### src/rtl/booth_pkg.sv
package booth_pkg;
  typedef enum logic [1:0] {
    BOOTH_NOP = 2'd0,
    BOOTH_ADD = 2'd1,
    BOOTH_SUB = 2'd2
  } booth_op_e;
endpackage

### src/rtl/booth_recode.sv
module booth_recode
  import booth_pkg::*;
(
  input  logic      q_lsb_i,
  input  logic      q_ext_i,
  output booth_op_e op_o
);
  always_comb begin
    unique case ({q_lsb_i, q_ext_i})
      2'b10:   op_o = BOOTH_SUB;
      2'b01:   op_o = BOOTH_ADD;
      default: op_o = BOOTH_NOP;
    endcase
  end
endmodule

### src/rtl/booth_ctrl.sv
module booth_ctrl #(
  parameter int WIDTH = 16
) (
  input  logic clk_i,
  input  logic rst_ni,
  input  logic start_i,
  output logic load_o,
  output logic step_o,
  output logic busy_o,
  output logic done_o
);
  localparam int CNT_W = $clog2(WIDTH + 1);
  localparam logic [CNT_W-1:0] CNT_INIT = CNT_W'(WIDTH);

  logic [CNT_W-1:0] cnt_q;

  assign load_o = start_i && !busy_o;
  assign step_o = busy_o && (cnt_q != '0);

  always_ff @(posedge clk_i or negedge rst_ni) begin
    if (!rst_ni) begin
      cnt_q  <= '0;
      busy_o <= 1'b0;
      done_o <= 1'b0;
    end else if (load_o) begin
      cnt_q  <= CNT_INIT;
      busy_o <= 1'b1;
      done_o <= 1'b0;
    end else if (busy_o) begin
      if (cnt_q == '0) begin
        busy_o <= 1'b0;
        done_o <= 1'b1;
      end else begin
        cnt_q <= cnt_q - 1'b1;
      end
    end
  end
endmodule

### src/rtl/booth_datapath.sv
module booth_datapath
  import booth_pkg::*;
#(
  parameter int WIDTH = 16
) (
  input  logic               clk_i,
  input  logic               rst_ni,
  input  logic               load_i,
  input  logic               step_i,
  input  logic [WIDTH-1:0]   mcand_i,
  input  logic [WIDTH-1:0]   mplier_i,
  output logic [2*WIDTH-1:0] product_o
);
  localparam int AW = WIDTH + 1;  // guard bit keeps -2^(n-1) squared exact

  logic [AW-1:0]    acc_q, mcand_q, sum;
  logic [WIDTH-1:0] q_q;
  logic             q_ext_q;
  booth_op_e        op;

  booth_recode u_recode (
    .q_lsb_i(q_q[0]),
    .q_ext_i(q_ext_q),
    .op_o   (op)
  );

  always_comb begin
    unique case (op)
      BOOTH_ADD: sum = acc_q + mcand_q;
      BOOTH_SUB: sum = acc_q - mcand_q;
      default:   sum = acc_q;
    endcase
  end

  always_ff @(posedge clk_i or negedge rst_ni) begin
    if (!rst_ni) begin
      acc_q   <= '0;
      mcand_q <= '0;
      q_q     <= '0;
      q_ext_q <= 1'b0;
    end else if (load_i) begin
      acc_q   <= '0;
      mcand_q <= {mcand_i[WIDTH-1], mcand_i};
      q_q     <= mplier_i;
      q_ext_q <= 1'b0;
    end else if (step_i) begin
      {acc_q, q_q, q_ext_q} <= {sum[AW-1], sum, q_q};
    end
  end

  assign product_o = {acc_q[WIDTH-1:0], q_q};
endmodule

### src/rtl/seq_booth_mult.sv
module seq_booth_mult #(
  parameter int WIDTH = 16
) (
  input  logic               clk_i,
  input  logic               rst_ni,
  input  logic               start_i,
  input  logic [WIDTH-1:0]   multiplicand_i,
  input  logic [WIDTH-1:0]   multiplier_i,
  output logic               busy_o,
  output logic               done_o,
  output logic [2*WIDTH-1:0] product_o
);
  logic load, step;

  booth_ctrl #(.WIDTH(WIDTH)) u_ctrl (
    .clk_i  (clk_i),
    .rst_ni (rst_ni),
    .start_i(start_i),
    .load_o (load),
    .step_o (step),
    .busy_o (busy_o),
    .done_o (done_o)
  );

  booth_datapath #(.WIDTH(WIDTH)) u_dp (
    .clk_i    (clk_i),
    .rst_ni   (rst_ni),
    .load_i   (load),
    .step_i   (step),
    .mcand_i  (multiplicand_i),
    .mplier_i (multiplier_i),
    .product_o(product_o)
  );
endmodule

### config.mk
export PLATFORM = sky130hd
export DESIGN_NAME = seq_booth_mult
export DESIGN_NICKNAME = d
export VERILOG_FILES = /design/src/rtl/booth_pkg.sv /design/src/rtl/booth_recode.sv /design/src/rtl/booth_ctrl.sv /design/src/rtl/booth_datapath.sv /design/src/rtl/seq_booth_mult.sv
export SDC_FILE = /design/constraint.sdc
export NUM_CORES = 1
export LEC_CHECK = 0
export BUFFER_PORTS_ARGS = -buffer_cell sky130_fd_sc_hd__buf_4
export CAP_MARGIN = 20
export CORE_MARGIN = 2
export CORE_UTILIZATION = 55
export DETAILED_ROUTE_END_ITERATION = 10
export PLACE_DENSITY = 0.86
export SLEW_MARGIN = 15
export SYNTH_ARGS = -nofsm -noshare
export SYNTH_HDL_FRONTEND = slang
export SYNTH_SLANG_ARGS = --single-unit
### constraint.sdc
create_clock -name clk_i -period 7 [get_ports clk_i]
set_input_delay 0.7 -clock clk_i [delete_from_list [all_inputs] [get_ports clk_i]]
set_output_delay 0.7 -clock clk_i [all_outputs]
set_load 0.03 [all_outputs]
; After elaboration in Yosys (flattened, before gate mapping)
; Cells that the tools add are included.
[op_classes]
add_sub_neg = 3
eq_ne = 5
muxes = 17
n_reduce_logical = 10
[op_table]
columns = operator, count
row1 = 17-bit two-way mux, 2
row2 = 17-bit case mux with 2 select lines, 1
row3 = 16-bit two-way mux, 2
row4 = 17-bit adder, 1
row5 = 17-bit subtractor, 1
row6 = 5-bit two-way mux, 3
row7 = 1-bit two-way mux, 8
row8 = 2-bit nonzero test, 3
row9 = 5-bit logical NOT, 1
row10 = 5-bit nonzero test, 1
row11 = 5-bit by 1-bit subtractor with 5-bit output (second input constant), 1
row12 = 2-bit by 1-bit == test with 1-bit output (second input constant), 2
row13 = 2-bit == test (second input constant), 2
row14 = 2-bit case mux with 2 select lines, 1
row15 = 2-bit AND reduction, 2
row16 = 1-bit logical AND, 2
row17 = 2-bit inequality test (second input constant), 1
row18 = 1-bit logical NOT, 1
[totals]
regBits = 57
in_bits = 35
word_cells = 42

; Logic depth before layout (Yosys ltp)
[depth]
ltp_word = 6
mapped_depth = 15
depth_no_buf = 13

; By module
; From an unflattened synthesis, not the netlist that was laid out.
[hier_totals]
hier_cells = 400
hier_area_um2 = 3681.0
[by_module_without_submodules]
columns = mod, instances, cells_each, area_each_um2
row1 = booth_datapath, 1, 362, 3313.2
row2 = booth_ctrl, 1, 36, 352.8
row3 = booth_recode, 1, 2, 15.0

; Least setup slack after synthesis
; Ideal clock, no wire load.
[synth_timing]
kind = register to register
startpoint = register u_dp.q_ext_q
endpoint = register u_dp.acc_q[15]
setup_time_ns = 0.139
arrival_ns = 2.819
setup_slack_ns = 4.043
path_stages_with_launch = 15
path_buffers = 2
period_less_slack_ns = 2.957
path_cell_list = dfrtp_1 > inv_1 > ha_1 > clkbuf_1 > clkbuf_1 > nor2_1 > xnor2_1 > ha_1 > nor2b_4 > o31a_1 > o32a_4 > a41oi_2 > xnor2_1 > o211ai_2 > o31ai_1
[synth_via]
elab_chain_cells = 6
word_cells_on_any_way = 8
classes_between = eq/ne (4) / mux (4)
[synth_rtl]
columns = item, line
row1 = start: declaration, booth_datapath.sv:18  ; logic q_ext_q;
row2 = start signal: assignment, booth_datapath.sv:47  ; {acc_q, q_q, q_ext_q} <= {sum[AW-1], sum, q_q};
row3 = 2-bit by 1-bit == test with 1-bit output or 2-bit == test (tied branches), booth_recode.sv:9  ; unique case ({q_lsb_i, q_ext_i})
row4 = 2-bit case mux with 2 select lines *, booth_recode.sv:9
row5 = 2-bit == test or 2-bit by 1-bit == test with 1-bit output (tied branches), booth_datapath.sv:28  ; unique case (op)
row6 = 17-bit case mux with 2 select lines *, booth_datapath.sv:28
row7 = 17-bit two-way mux *, booth_datapath.sv:46  ; end else if (step_i) begin
row8 = 17-bit two-way mux *, booth_datapath.sv:41  ; end else if (load_i) begin
row9 = end signal: assignment, booth_datapath.sv:47
row10 = end: declaration, booth_datapath.sv:16  ; logic [AW-1:0] acc_q, mcand_q, sum;
; Every way passes the cells marked *; elsewhere a longest branch is shown, timed or not. The select of a mux whose other input is x is not followed.
; A chain may end at the register's enable or synchronous reset.

; Final worst setup path
[layout_timing]
startpoint = register u_dp.mcand_q[3]
endpoint = register u_dp.acc_q[15]
[layout_via]
elab_chain_cells = 4
word_cells_on_any_way = 5
classes_between = add/sub (2) / mux (3)
[layout_rtl]
columns = item, line
row1 = start: declaration, booth_datapath.sv:16
row2 = start signal: assignment, booth_datapath.sv:43  ; mcand_q <= {mcand_i[WIDTH-1], mcand_i};
row3 = 17-bit subtractor or 17-bit adder (tied branches), "booth_datapath.sv:30, booth_datapath.sv:29"
row4 = 17-bit case mux with 2 select lines *, booth_datapath.sv:28
row5 = 17-bit two-way mux *, booth_datapath.sv:46
row6 = 17-bit two-way mux *, booth_datapath.sv:41
; Marked as above.

==> metrics.cfg <==
[synthesis]
synth-compound-area-share = 0.1881
synth_area_leaders = dfrtp_1, nand2_1, ha_1
synth_top_cell_by_area = dfrtp_1
ys_ff_latch = 56
ys.flop_type = dfrtp_1
synth_cells = 414
synth-edff-count = 0
yosysWarnings = 0
synth-simple-area-share = 0.2118
synth_fa_ha_area_frac = 0.07407
yosys-mux-area-fraction = 0.008990
synth_top_family_by_area = simple AND/OR/NAND/NOR gates
synth_xor_area_frac = 0.07551
syn_avg_cell_area_um2 = 8.405
synth-async-reset-ratio = 1.000
synth_nets = 469
ys_seq_area_frac = 0.4027
netlist_area_um2 = 3480
ys_types = 42
yosysTopAreaCellShare = 0.4027

[finish]
mostFrequentLayoutCell = nand2_1
drive_above_1_share = 0.1878
layout_common_cells = nand2_1, buf_4, dfrtp_1
syn2layout_area_growth_pct = 18.91
diodes = 0
layout.nets = 528

[sta]
setup_viol = 0
finalHoldViolCount = 0
worstMarginPinSlew_ps = 737.1
min_period_ps = 3471
drv_slew = 0
fin_setup_tns_ps = 0
rsz0062_at_grt = false
clock_skew_ps = 14.80
max_freq_ghz = 0.2881
slew_headroom = 0.5086
post-route-period-util = 0.4959

[drt]
drt-pass1-iter-count = 5
vias = 3214
ant_nets = 0
drt_drc_violations_left = 0
avgRoutedWirePerCell_um = 15.21
vias_per_cell = 5.854
wl_um = 8352
drtIter0Drc = 331

[worst_setup_path]
endpoint_kind = register
crit_fanout = 7
crit_type = reg2reg
rrSetupSlack_ps = 3530
worstSetupStartpointType = register
arrival_ps = 3680
cp.required_ps = 7210

[global_routing]
grt_usage = 0.2444
gr-total-overflow = 0
grt_pass1_wl_um = 14200
grt_max_degree = 57
grt_pass1_vias = 2997
antenna_found_initial = 0

[floorplan]
fp.dieW_um = 83.54
initial_core_util = 0.5775
dieArea_um2 = 6979
coreArea_um2 = 6026
die_h_um = 83.54
io_pins = 69
row_count = 28

[clocking]
htree_levels = 2
numCtsBuffers = 5
cts.sink_count = 56
postCtsSetupRepairBufs = 0
clk_pin_slew_ps = 100
clock_latency_ps = 310
cts_buffer_depth = 2
postCtsHoldBufs = 0
cts-resized-gates = 0
cts_tree = done
cts_root_buffer = clkbuf_8

[flow_run]
drv_cap = 0

[placed_design]
place.gp.congestion = 0.9679
port_buffers = 68
hpwl_um = 6144

[run_status]
status = finished clean

[min_path]
hp-class = in2async

worst max-delay path, cell delays in order (launching register included):
cell and delay (ps):
dfrtp_1 440, nor3_1 290, nand2_1 130, nor3b_1 590, a21oi_1 180, xnor2_1 160
ha_1 420, nand2_1 100, nor3_1 410, a41oi_2 180, xnor2_1 290, o211ai_2 100
o31ai_1 80
area by class of cell:
| cell class | count | area (µm²) |
|---|---|---|
| inverter | 14 | 52.55 |
| tap | 75 | 93.84 |
| clock inverter | 2 | 13.76 |
| timing repair buffer | 73 | 555.5 |
| clock buffer | 6 | 72.57 |
| fill | 472 | 1888 |
| sequential | 56 | 1401 |
| multi-input combinational | 323 | 1948 |
registers in the layout, indices dropped and copies added, names as in the netlist:
| register | flops |
|---|---|
| u_dp.acc_q | 16 |
| u_ctrl.done_o | 1 |
| u_dp.q_ext_q | 1 |
| u_dp.mcand_q | 16 |
| u_ctrl.busy_o | 1 |
| u_dp.q_q | 16 |
| u_ctrl.cnt_q | 5 |
cells by family after synthesis:
| group | after synthesis |
|---|---|
| flops | 56 |
| simple gates | 169 |
| xor+xnor | 30 |
| compound gates | 101 |
| fa+ha+maj | 20 |
| buf+inv | 35 |
| mux | 3 |
synthesized netlist by cell type (all sizes together), types with 10 or more instances:
cell type  number
clkbuf         18
inv            14
dfrtp          56
o21ai          28
nand2          87
o211ai         11
nor2           27
nor3           10
a22oi          15
xnor2          24
ha             19
nand3          28
a21oi          24
layer usage:
layer / vias up / track usage / wire length, µm
met5: - / 0 / 0
met4: 0 / 0.07038 / 140
met3: 17 / 0.04451 / 546
met2: 126 / 0.3966 / 3956
met1: 1520 / 0.3367 / 3708
li1: 1551 / - / -
worst paths after layout:
path                            startpoint             end  cells past startpoint
max                        u_dp.mcand_q[3]  u_dp.acc_q[15]                     12
min                                 rst_ni     u_dp.q_q[9]                      1
max reg2reg                u_dp.mcand_q[3]  u_dp.acc_q[15]                     12
min reg2reg                    u_dp.q_q[9]     u_dp.q_q[9]                      2
max in group asynchronous           rst_ni  u_dp.acc_q[15]                      1
min in group clk_i             u_dp.q_q[9]     u_dp.q_q[9]                      2
through the flow:
step,cell area [µm²],worst slack [ps],hold slack (ps),std cells,util
after floorplan,3480,4043,404.4,414,-
after global placement,4029,3847,484.4,539,0.6686
after detailed placement,4029,3658,493.2,539,0.6686
after CTS,4115,3591,446.7,547,0.6829
after global routing,4138,3357,469.6,549,0.6867
final,4138,3529,415.2,549,0.6867
Power is left out: the tool's default activity adds up to more than one toggle a clock period on the data nets, which glitch-free logic cannot reach.
